**config.mk**
```make
export PLATFORM = sky130hd
export DESIGN_NAME = octal_dac_core
export DESIGN_NICKNAME = d
export VERILOG_FILES = /design/src/rtl/octdac_pkg.sv /design/src/rtl/octdac_serial_rx.sv /design/src/rtl/octdac_cmd_decode.sv /design/src/rtl/octdac_chan_bank.sv /design/src/rtl/octal_dac_core.sv
export SDC_FILE = /design/constraint.sdc
export NUM_CORES = 1
export LEC_CHECK = 0
export BUFFER_PORTS_ARGS = -buffer_cell sky130_fd_sc_hd__clkbuf_2
export CAP_MARGIN = 15
export CORE_MARGIN = 1
export CORE_UTILIZATION = 53
export CTS_BUF_LIST = sky130_fd_sc_hd__clkbuf_4 sky130_fd_sc_hd__clkbuf_8
export CTS_CLUSTER_DIAMETER = 100
export CTS_CLUSTER_SIZE = 8
export DETAILED_ROUTE_END_ITERATION = 10
export PLACE_DENSITY_LB_ADDON = 0.2
export SETUP_SLACK_MARGIN = 0.15
export SYNTH_ARGS = -nofsm -noshare
export SYNTH_HDL_FRONTEND = slang
export SYNTH_SLANG_ARGS = --single-unit
```
**constraint.sdc**
```tcl
create_clock -name clk -period 15.78 [get_ports clk]
set_input_delay 3.156 -clock clk [delete_from_list [all_inputs] [get_ports clk]]
set_output_delay 3.156 -clock clk [all_outputs]
set_load 0.005 [all_outputs]
```
**src/rtl/octdac_pkg.sv**
```systemverilog
package octdac_pkg;
    localparam int NUM_CH      = 8;
    localparam int CODE_W      = 12;
    localparam int CMD_W       = 4;
    localparam int FRAME_W     = CMD_W + CODE_W;
    localparam logic [CMD_W-1:0] CMD_COPY_ALL  = 4'd8;
    localparam logic [CMD_W-1:0] CMD_WRITE_ALL = 4'd9;
endpackage

```
**src/rtl/octdac_serial_rx.sv**
```systemverilog
module octdac_serial_rx #(
    parameter int FRAME_W = octdac_pkg::FRAME_W
) (
    input  logic               clk,
    input  logic               rst_n,
    input  logic               frame_n,
    input  logic               ser_clk,
    input  logic               ser_data,
    output logic               chain_out,
    output logic [FRAME_W-1:0] word_o,
    output logic               valid_o
);
    localparam int CNT_W = $clog2(FRAME_W + 2);
    localparam logic [CNT_W-1:0] CNT_FULL = CNT_W'(FRAME_W);
    localparam logic [CNT_W-1:0] CNT_SAT  = CNT_W'(FRAME_W + 1);

    // pin vector order: {frame, sclk, data}
    typedef struct packed {
        logic [2:0]         s1;
        logic [2:0]         s2;
        logic               sclk_prev;
        logic               frame_prev;
        logic [FRAME_W-1:0] shift;
        logic [CNT_W-1:0]   cnt;
        logic               chain;
        logic [FRAME_W-1:0] word;
        logic               valid;
    } rx_t;

    rx_t q, d;
    logic frame_fall, frame_rise, sclk_fall;

    always_comb begin
        d            = q;
        d.s1         = {frame_n, ser_clk, ser_data};
        d.s2         = q.s1;
        d.sclk_prev  = q.s2[1];
        d.frame_prev = q.s2[2];
        d.valid      = 1'b0;
        frame_fall   = q.frame_prev & ~q.s2[2];
        frame_rise   = ~q.frame_prev & q.s2[2];
        sclk_fall    = q.sclk_prev & ~q.s2[1];
        if (frame_fall) begin
            d.cnt = '0;
        end else if (!q.s2[2] && sclk_fall) begin
            d.shift = {q.shift[FRAME_W-2:0], q.s2[0]};
            d.chain = q.shift[FRAME_W-1];
            if (q.cnt != CNT_SAT) begin
                d.cnt = q.cnt + 1'b1;
            end
        end
        if (frame_rise) begin
            d.valid = (q.cnt == CNT_FULL);
            d.word  = q.shift;
        end
    end

    always_ff @(posedge clk or negedge rst_n) begin
        if (!rst_n) begin
            q            <= '0;
            q.s1         <= 3'b110;
            q.s2         <= 3'b110;
            q.sclk_prev  <= 1'b1;
            q.frame_prev <= 1'b1;
        end else begin
            q <= d;
        end
    end

    assign chain_out = q.chain;
    assign word_o    = q.word;
    assign valid_o   = q.valid;

    // no shifting, and so no chain movement, while the frame is closed
    assert_chain_idle_R11: assert property (@(posedge clk) disable iff (!rst_n)
        (q.s2[2] && q.frame_prev) |=> $stable(chain_out));

    // a word is only presented at a frame close
    assert_valid_at_close_R7: assert property (@(posedge clk) disable iff (!rst_n)
        valid_o |-> (q.frame_prev && $past(q.cnt) == CNT_FULL));
endmodule

```
**src/rtl/octdac_cmd_decode.sv**
```systemverilog
module octdac_cmd_decode #(
    parameter int NUM_CH = octdac_pkg::NUM_CH,
    parameter int CODE_W = octdac_pkg::CODE_W,
    parameter int CMD_W  = octdac_pkg::CMD_W,
    localparam int FRAME_W = CMD_W + CODE_W
) (
    input  logic               valid_i,
    input  logic [FRAME_W-1:0] word_i,
    output logic [NUM_CH-1:0]  wr_mask,
    output logic               copy_all,
    output logic               load_all,
    output logic [CODE_W-1:0]  data_o
);
    logic [CMD_W-1:0] cmd;

    assign cmd      = word_i[FRAME_W-1 -: CMD_W];
    assign data_o   = word_i[CODE_W-1:0];
    assign copy_all = valid_i && (cmd == octdac_pkg::CMD_COPY_ALL);
    assign load_all = valid_i && (cmd == octdac_pkg::CMD_WRITE_ALL);

    for (genvar i = 0; i < NUM_CH; i++) begin : g_sel
        assign wr_mask[i] = valid_i &&
            ((cmd == CMD_W'(i)) || (cmd == octdac_pkg::CMD_WRITE_ALL));
    end
endmodule

```
**src/rtl/octdac_chan_bank.sv**
```systemverilog
module octdac_chan_bank #(
    parameter int NUM_CH = octdac_pkg::NUM_CH,
    parameter int CODE_W = octdac_pkg::CODE_W
) (
    input  logic                     clk,
    input  logic                     arst_n,
    input  logic                     xfer_n,
    input  logic [NUM_CH-1:0]        wr_mask,
    input  logic                     copy_all,
    input  logic                     load_all,
    input  logic [CODE_W-1:0]        data_i,
    output logic [NUM_CH*CODE_W-1:0] dac_flat
);
    typedef struct packed {
        logic [1:0]                   xs;
        logic [NUM_CH-1:0][CODE_W-1:0] stage;
        logic [NUM_CH-1:0][CODE_W-1:0] dac;
    } bank_t;

    bank_t q, d;
    logic  follow;

    always_comb begin
        d      = q;
        d.xs   = {q.xs[0], xfer_n};
        follow = ~q.xs[1];
        for (int i = 0; i < NUM_CH; i++) begin
            if (wr_mask[i]) begin
                d.stage[i] = data_i;
            end
            if (load_all) begin
                d.dac[i] = data_i;
            end else if (copy_all || follow) begin
                d.dac[i] = q.stage[i];
            end
        end
    end

    always_ff @(posedge clk or negedge arst_n) begin
        if (!arst_n) begin
            q    <= '0;
            q.xs <= 2'b11;
        end else begin
            q <= d;
        end
    end

    for (genvar i = 0; i < NUM_CH; i++) begin : g_out
        assign dac_flat[i*CODE_W +: CODE_W] = q.dac[i];
    end

    // outputs hold while transfer is released and no copy or broadcast arrives
    assert_out_hold_R3: assert property (@(posedge clk) disable iff (!arst_n)
        (q.xs[1] && !copy_all && !load_all) |=> $stable(dac_flat));

    // staging registers change only on a decoded write
    assert_stage_hold_R7: assert property (@(posedge clk) disable iff (!arst_n)
        (wr_mask == '0) |=> $stable(q.stage));

    // at most one channel per single write, unless broadcasting
    assert_single_write_R2: assert property (@(posedge clk) disable iff (!arst_n)
        load_all || $onehot0(wr_mask));

    // transparent transfer tracks staging with one cycle of lag
    assert_follow_R8: assert property (@(posedge clk) disable iff (!arst_n)
        (!q.xs[1] && !load_all) |=> (q.dac == $past(q.stage)));

    // while the clear is active every register reads zero
    always @(negedge clk) begin
        if (!arst_n) begin
            assert_wiped_R9: assert (q.stage == '0 && q.dac == '0);
        end
    end
endmodule

```
**src/rtl/octal_dac_core.sv**
```systemverilog
module octal_dac_core #(
    parameter int NUM_CH = octdac_pkg::NUM_CH,
    parameter int CODE_W = octdac_pkg::CODE_W,
    parameter int CMD_W  = octdac_pkg::CMD_W
) (
    input  logic                     clk,
    input  logic                     rst_n,
    input  logic                     frame_n,
    input  logic                     ser_clk,
    input  logic                     ser_data,
    input  logic                     xfer_n,
    input  logic                     wipe_n,
    output logic                     chain_out,
    output logic [NUM_CH*CODE_W-1:0] dac_code
);
    localparam int FRAME_W = CMD_W + CODE_W;

    logic [FRAME_W-1:0] word;
    logic               word_vld;
    logic [NUM_CH-1:0]  wr_mask;
    logic               copy_all;
    logic               load_all;
    logic [CODE_W-1:0]  data;
    logic               bank_rst_n;

    assign bank_rst_n = rst_n & wipe_n;

    octdac_serial_rx #(.FRAME_W(FRAME_W)) u_rx (
        .clk       (clk),
        .rst_n     (rst_n),
        .frame_n   (frame_n),
        .ser_clk   (ser_clk),
        .ser_data  (ser_data),
        .chain_out (chain_out),
        .word_o    (word),
        .valid_o   (word_vld)
    );

    octdac_cmd_decode #(.NUM_CH(NUM_CH), .CODE_W(CODE_W), .CMD_W(CMD_W)) u_dec (
        .valid_i  (word_vld),
        .word_i   (word),
        .wr_mask  (wr_mask),
        .copy_all (copy_all),
        .load_all (load_all),
        .data_o   (data)
    );

    octdac_chan_bank #(.NUM_CH(NUM_CH), .CODE_W(CODE_W)) u_bank (
        .clk      (clk),
        .arst_n   (bank_rst_n),
        .xfer_n   (xfer_n),
        .wr_mask  (wr_mask),
        .copy_all (copy_all),
        .load_all (load_all),
        .data_i   (data),
        .dac_flat (dac_code)
    );
endmodule

```
==> results of run 1 <==
==> layer usage <==
layer / vias to the layer above / global-route usage [%]
li1: 2777 / -
met1: 3323 / 33.76
met2: 197 / 38.13
met3: 45 / 4.795
met4: 0 / 10.47
met5: - / 0
==> path summary, 6_finish.rpt <==
kind / endpoint / start / depth (start not counted) / slack, ns
max: u_bank.q[145] / rst_n / 4 / 11.20
min in group asynchronous: u_bank.dac_flat[17] / wipe_n / 2 / 2.71
min reg2reg: u_rx.q[41] / u_rx.d[41] / 0 / 0.35
max in group clk: dac_code[47] / u_bank.dac_flat[47] / 1 / 11.54
max reg2reg: u_bank.dac_flat[73] / u_rx.word_o[15] / 3 / 12.89
min: u_rx.q[41] / u_rx.d[41] / 0 / 0.35
==> power groups by stage <==
stage | Clock [uW] | Sequential [uW] | Combinational, uW
5_1_grt | 486 | 692 | 90.9
4_1_cts | 460 | 688 | 83.4
6_report | 450 | 689 | 82.4
3_5_place_dp | 0 | 699 | 83.2
3_3_place_gp | 0 | 698 | 80.4
2_1_floorplan | 0 | 668 | 84.5
==> worst reg2reg max path, delay by kind of cell (launching register included) <==
kind | cells | cell delay, ns
AO/OA/AOI/OAI | 1 | 0.33
flip-flops | 1 | 0.63
AND/OR/NAND/NOR | 2 | 1.84
==> registers in the layout (all words and copies together) (netlist names) <==
register / flops
u_bank.d: 1
u_bank.dac_flat: 96
u_bank.q: 97
u_rx.chain_out: 1
u_rx.d: 5
u_rx.q: 24
u_rx.valid_o: 1
u_rx.word_o: 16
==> synth_stat cells, types with 3 or more instances <==
| master | count | area, um2 |
|---|---|---|
| o21ai_0 | 92 | 460.4 |
| nor4bb_1 | 3 | 30.03 |
| buf_2 | 15 | 75.07 |
| buf_1 | 3 | 11.26 |
| and3b_1 | 4 | 35.03 |
| ha_1 | 3 | 37.54 |
| clkbuf_1 | 31 | 116.4 |
| mux2_2 | 124 | 1396 |
| dfrtp_1 | 233 | 5831 |
| a32oi_2 | 10 | 162.7 |
| nand2b_1 | 3 | 18.77 |
| o21ai_1 | 9 | 45.04 |
| a2bb2oi_1 | 96 | 840.8 |
| dfstp_2 | 8 | 210.2 |
| mux2_1 | 5 | 56.30 |
| nand3b_1 | 3 | 22.52 |
| nor2b_1 | 4 | 25.02 |
| nand3_1 | 3 | 15.01 |
| inv_1 | 4 | 15.01 |
| buf_4 | 104 | 780.8 |
| buf_6 | 6 | 67.56 |
| nand2_1 | 6 | 22.52 |
| xor2_1 | 3 | 26.28 |
==> layout make-up <==
cell class              count  area, um2
flip-flops and latches    241       6041
multi-input cells         394       3431
inverters                   4      15.01
repair buffers            115      629.4
fillers                  1612       8437
clock inverters             3      23.77
clock buffers              43      554.3
well taps                 265      331.6
==> logic make-up after synthesis <==
logic type | after synthesis | synth area share, %
XOR/XNOR | 3 | 0.2498
AND/OR/NAND/NOR | 45 | 3.116
adder cells (fa/ha/maj) | 3 | 0.3568
AO/OA/AOI/OAI | 214 | 14.91
buffers and inverters | 163 | 10.13
flip-flops | 241 | 57.42
multiplexers | 129 | 13.81
==> through the flow <==
stage	cells	total power, uW	worst slack, ns
2_1_floorplan	798	752.3	6.380
3_3_place_gp	1015	778.0	10.45
3_5_place_dp	1015	782.2	10.33
4_1_cts	1061	1232	10.87
5_1_grt	1065	1269	10.85
6_report	1065	1221	11.20
==> impl_metrics.env, run 1 <==
export IMPL_async_reset_ff_share_pct=100.0
export IMPL_grt_max_degree=98
export IMPL_path_cells="clkbuf_2, buf_4, and2_4, buf_4"
export IMPL_utilization_pct=56.65
export IMPL_drt_initial_drc_count=485
export IMPL_ys_ff_latch=241
export IMPL_internal_power_uw=914.8
export IMPL_gr_usage_all_layers_pct=24.55
export IMPL_seqPwrFrac_pct=56.4
export IMPL_final_area_um2=11030
export IMPL_finalMaxSlewViolations=0
export IMPL_top_layer_used="met4"
export IMPL_rsz0062_at_grt="no"
export IMPL_cts_root_buf="clkbuf_8"
export IMPL_coreArea_um2=19460
export IMPL_grt_pass1_vias=6505
export IMPL_clk_latency_ns=0.53
export IMPL_n_antenna_cell=0
export IMPL_whs_ns=0.3513
export IMPL_antenna_found_initial=0
export IMPL_critPathMaxStageDelay_ns=0.79
export IMPL_postCtsResizedCells=0
export IMPL_dieWidth_um=142.9
export IMPL_cts_buffers=36
export IMPL_leakage_uw=0.005341
export IMPL_route_detailed_drc=0
export IMPL_cts_tree="built"
export IMPL_synth_avg_cell_area_um2=13.18
export IMPL_switchingPower_uw=306.5
export IMPL_ys_warnings_count=0
export IMPL_tightest_slew_ns=1.136
export IMPL_synth_top_flop_cell="dfrtp_1"
export IMPL_path_delay_family="buffers and inverters"
export IMPL_die_area_um2=20420
export IMPL_final_common_cell="dfrtp_1"
export IMPL_setup_viol=0
export IMPL_relSlewSlack_pct=24.29
export IMPL_ios=104
export IMPL_cts_setup_buffers=0
export IMPL_postRouteAntennaNets=0
export IMPL_crit_path_max_fanout=74
export IMPL_p_per_area_nw_per_um2=110.8
export IMPL_crit_path_start_kind="primary input"
export IMPL_clkPwrFrac_pct=36.8
export IMPL_crit_slowest_cell="buf_4"
export IMPL_area_growth_pct=4.805
export IMPL_synth_edf_count=0
export IMPL_criticalPathCategory="in2async"
export IMPL_clock_skew_final_ns=0.02488
export IMPL_critPathArrivalTime_ns=5.11
export IMPL_clkSlewWorstSetupHoldPaths_ns=0.06
export IMPL_comb_power_share_pct=6.7
export IMPL_grt_overflow=0
export IMPL_routed_wl_met3_um=1228
export IMPL_routed_wl_um=23820
export IMPL_finalSetupTns_ns=0
export IMPL_finalCritPeriodShare_pct=29.02
export IMPL_hold_path_class="reg2reg"
export IMPL_hpwl_um=14140
export IMPL_dpl_instance_area_um2=10390
export IMPL_dr_pass1_iters=5
export IMPL_met2_length_um=11060
export IMPL_crit_buf_inv=3
export IMPL_htreeDepth=2
export IMPL_synth_distinct_cells=42
export IMPL_die_h_um=142.9
export IMPL_port_buffers=103
export IMPL_place_congestion=0.7586
export IMPL_drive_above_1_share_pct=38.75
export IMPL_final_hold_viol_count=0
export IMPL_syn_inst=798
export IMPL_end_kind="async pin"
export IMPL_switching_share_pct=25.09
export IMPL_vias_per_cell=5.955
export IMPL_drt_met1_wl_um=10700
export IMPL_fin_nets=802
export IMPL_ys_seq_area_share_pct=57.42
export IMPL_crit_path_frequent_cell="buf_4"
export IMPL_num_rows=51
export IMPL_outcome="complete, no violations"
export IMPL_clockBufferDepth=3
export IMPL_syn_nets=808
export IMPL_wl_per_cell_um=22.37
export IMPL_cap_violations=0
export IMPL_period_needed_ns=4.579
export IMPL_worstPathRequired_ns=16.31
export IMPL_grt_pass1_wl_um=37360
export IMPL_hold_buffers=0
export IMPL_synthesis_area_um2=10520
export IMPL_start_util_pct=54.05
export IMPL_clkSinkCount=241
export IMPL_clock_fmax_ghz=0.2184
export IMPL_layout_common_cells="dfrtp_1, mux2_2, clkbuf_2, a2bb2oi_1, o21ai_0"
export IMPL_vias=6342
export IMPL_ir_drop_mv=0.07395
(Power assumes the default switching activity.)
==> inputs of run 2 (changes only) <==
==> constraint.sdc (replaced) <==
create_clock -name clk -period 4.25 [get_ports clk]
set_input_delay 0.85 -clock clk [delete_from_list [all_inputs] [get_ports clk]]
set_output_delay 0.85 -clock clk [all_outputs]
set_load 0.005 [all_outputs]
==> run 2 against run 1 <==
  * Count of clock-buffer cells in the layout up 1
  * Critical path depth down 1
  * Cell count about the same
  * Register-to-register slack worse by 12 ns
  * Sequential share of layout area about the same
  * Via count up 0.27%
  * Setup slack worse by 9.9 ns
  * Flip-flop and latch count unchanged
  * Worst hold slack worse by 0.0013 ns
  * Design area about the same
==> impl_metrics.env, run 2 (synthesized netlist as in run 1, its figures left out) <==
export IMPL_layout_common_cells="dfrtp_1, mux2_2, clkbuf_2, a2bb2oi_1, o21ai_0"
export IMPL_worstPathRequired_ns=4.59
export IMPL_clock_skew_final_ns=0.02324
export IMPL_n_antenna_cell=0
export IMPL_p_total_uw=4532
export IMPL_gr_usage_all_layers_pct=24.87
export IMPL_drive_above_1_share_pct=38.83
export IMPL_period_needed_ns=2.920
export IMPL_place_congestion=0.7693
export IMPL_path_delay_family="compound AO/OA/AOI/OAI gates"
export IMPL_vias=6359
export IMPL_relSlewSlack_pct=22.05
export IMPL_routed_wl_um=24110
export IMPL_crit_path_start_kind="flop"
export IMPL_cap_violations=0
export IMPL_crit_path_max_fanout=15
export IMPL_grt_pass1_wl_um=37800
export IMPL_r2r_slack_ns=1.33
export IMPL_dieWidth_um=142.9
export IMPL_leakage_uw=0.005353
export IMPL_ir_drop_mv=0.2780
export IMPL_end_kind="flop"
export IMPL_cts_setup_buffers=0
export IMPL_wl_per_cell_um=22.61
export IMPL_cts_root_buf="clkbuf_8"
export IMPL_grt_max_degree=97
export IMPL_pre_cts_ws_ns=1.492
export IMPL_drt_initial_drc_count=427
export IMPL_cts_buffers=36
export IMPL_vias_per_cell=5.965
export IMPL_critPathMaxStageDelay_ns=1.18
export IMPL_postCtsResizedCells=0
export IMPL_setup_viol=0
export IMPL_utilization_pct=56.69
export IMPL_start_util_pct=54.05
export IMPL_final_common_cell="dfrtp_1"
export IMPL_final_hold_viol_count=0
export IMPL_finalMaxSlewViolations=0
export IMPL_tightest_slew_ns=1.169
export IMPL_ios=104
export IMPL_route_detailed_drc=0
export IMPL_port_buffers=103
export IMPL_criticalPathCategory="reg2reg"
export IMPL_hpwl_um=14260
export IMPL_clkSinkCount=241
export IMPL_finalSetupTns_ns=0
export IMPL_rsz0062_at_grt="no"
export IMPL_dr_pass1_iters=4
export IMPL_clock_fmax_ghz=0.3425
export IMPL_grt_pass1_vias=6449
export IMPL_fin_ws_ns=1.330
export IMPL_finalCritPeriodShare_pct=68.71
export IMPL_clk_latency_ns=0.51
export IMPL_path_cells="nand4bb_1, a32oi_1, a2bb2oi_1"
export IMPL_area_growth_pct=4.876
export IMPL_die_h_um=142.9
export IMPL_num_rows=51
export IMPL_postRouteAntennaNets=0
export IMPL_htreeDepth=2
export IMPL_die_area_um2=20420
export IMPL_dpl_instance_area_um2=10440
export IMPL_regMostFlops="u_bank.q"
export IMPL_final_area_um2=11030
export IMPL_p_per_area_nw_per_um2=410.8
export IMPL_clockBufferDepth=3
export IMPL_largest_register_ffs=97
export IMPL_outcome="complete, no violations"
export IMPL_critPathArrivalTime_ns=3.26
export IMPL_crit_buf_inv=0
export IMPL_coreArea_um2=19460
export IMPL_antenna_found_initial=0
export IMPL_grt_overflow=0
export IMPL_hold_path_class="reg2reg"
export IMPL_hold_buffers=0
export IMPL_crit_slowest_cell="a32oi_1"
export IMPL_fin_nets=804
export IMPL_cts_tree="built"
export IMPL_clkSlewWorstSetupHoldPaths_ns=0.07
run 2: final timing paths:
check | start | to | depth (start not counted)
max in group asynchronous | rst_n | u_bank.d[193] | 3
hold / removal | u_rx.d[41] | u_rx.q[41] | 0
hold reg to reg | u_rx.d[41] | u_rx.q[41] | 0
setup reg to reg | u_rx.word_o[15] | u_bank.dac_flat[31] | 3
setup / recovery | u_rx.word_o[15] | u_bank.dac_flat[31] | 3
min in group asynchronous | rst_n | u_rx.q[18] | 2
run 2: per-stage QoR:
stage / std cells / hold WS [ns]
finish: 1066 / 0.3500
global route: 1066 / 0.3620
floorplan: 798 / 0.3312
CTS: 1063 / 0.3566
detailed placement: 1018 / 0.3416
global placement: 1018 / 0.3358
run 2: metal layers:
metal	track usage (%)	vias to the layer above	part of all wire (%)	wire length [um]
met4	8.263	0	2.8	673
met3	4.661	47	4.4	1064
met1	34.51	3342	46	11160
li1	-	2783	-	-
met5	0	-	0	0
met2	39.45	187	47	11210
run 2: power by group:
part           total [uW]  switching (uW)  leakage, uW  internal, uW
Combinational         309             152      0.00185           157
Sequential           2560             162      0.00320          2400
Clock                1660             817     0.000302           846
Total                4530            1130      0.00535          3400
run 2: final cells by class:
cell class                      instances  area [um2]
Inverter                                4       15.01
Tap cell                              265       331.6
Fill cell                            1599        8429
Multi-Input combinational cell        394        3426
Timing Repair Buffer                  117       649.4
Sequential cell                       241        6041
Clock buffer                           44       561.8
Clock inverter                          1       8.758
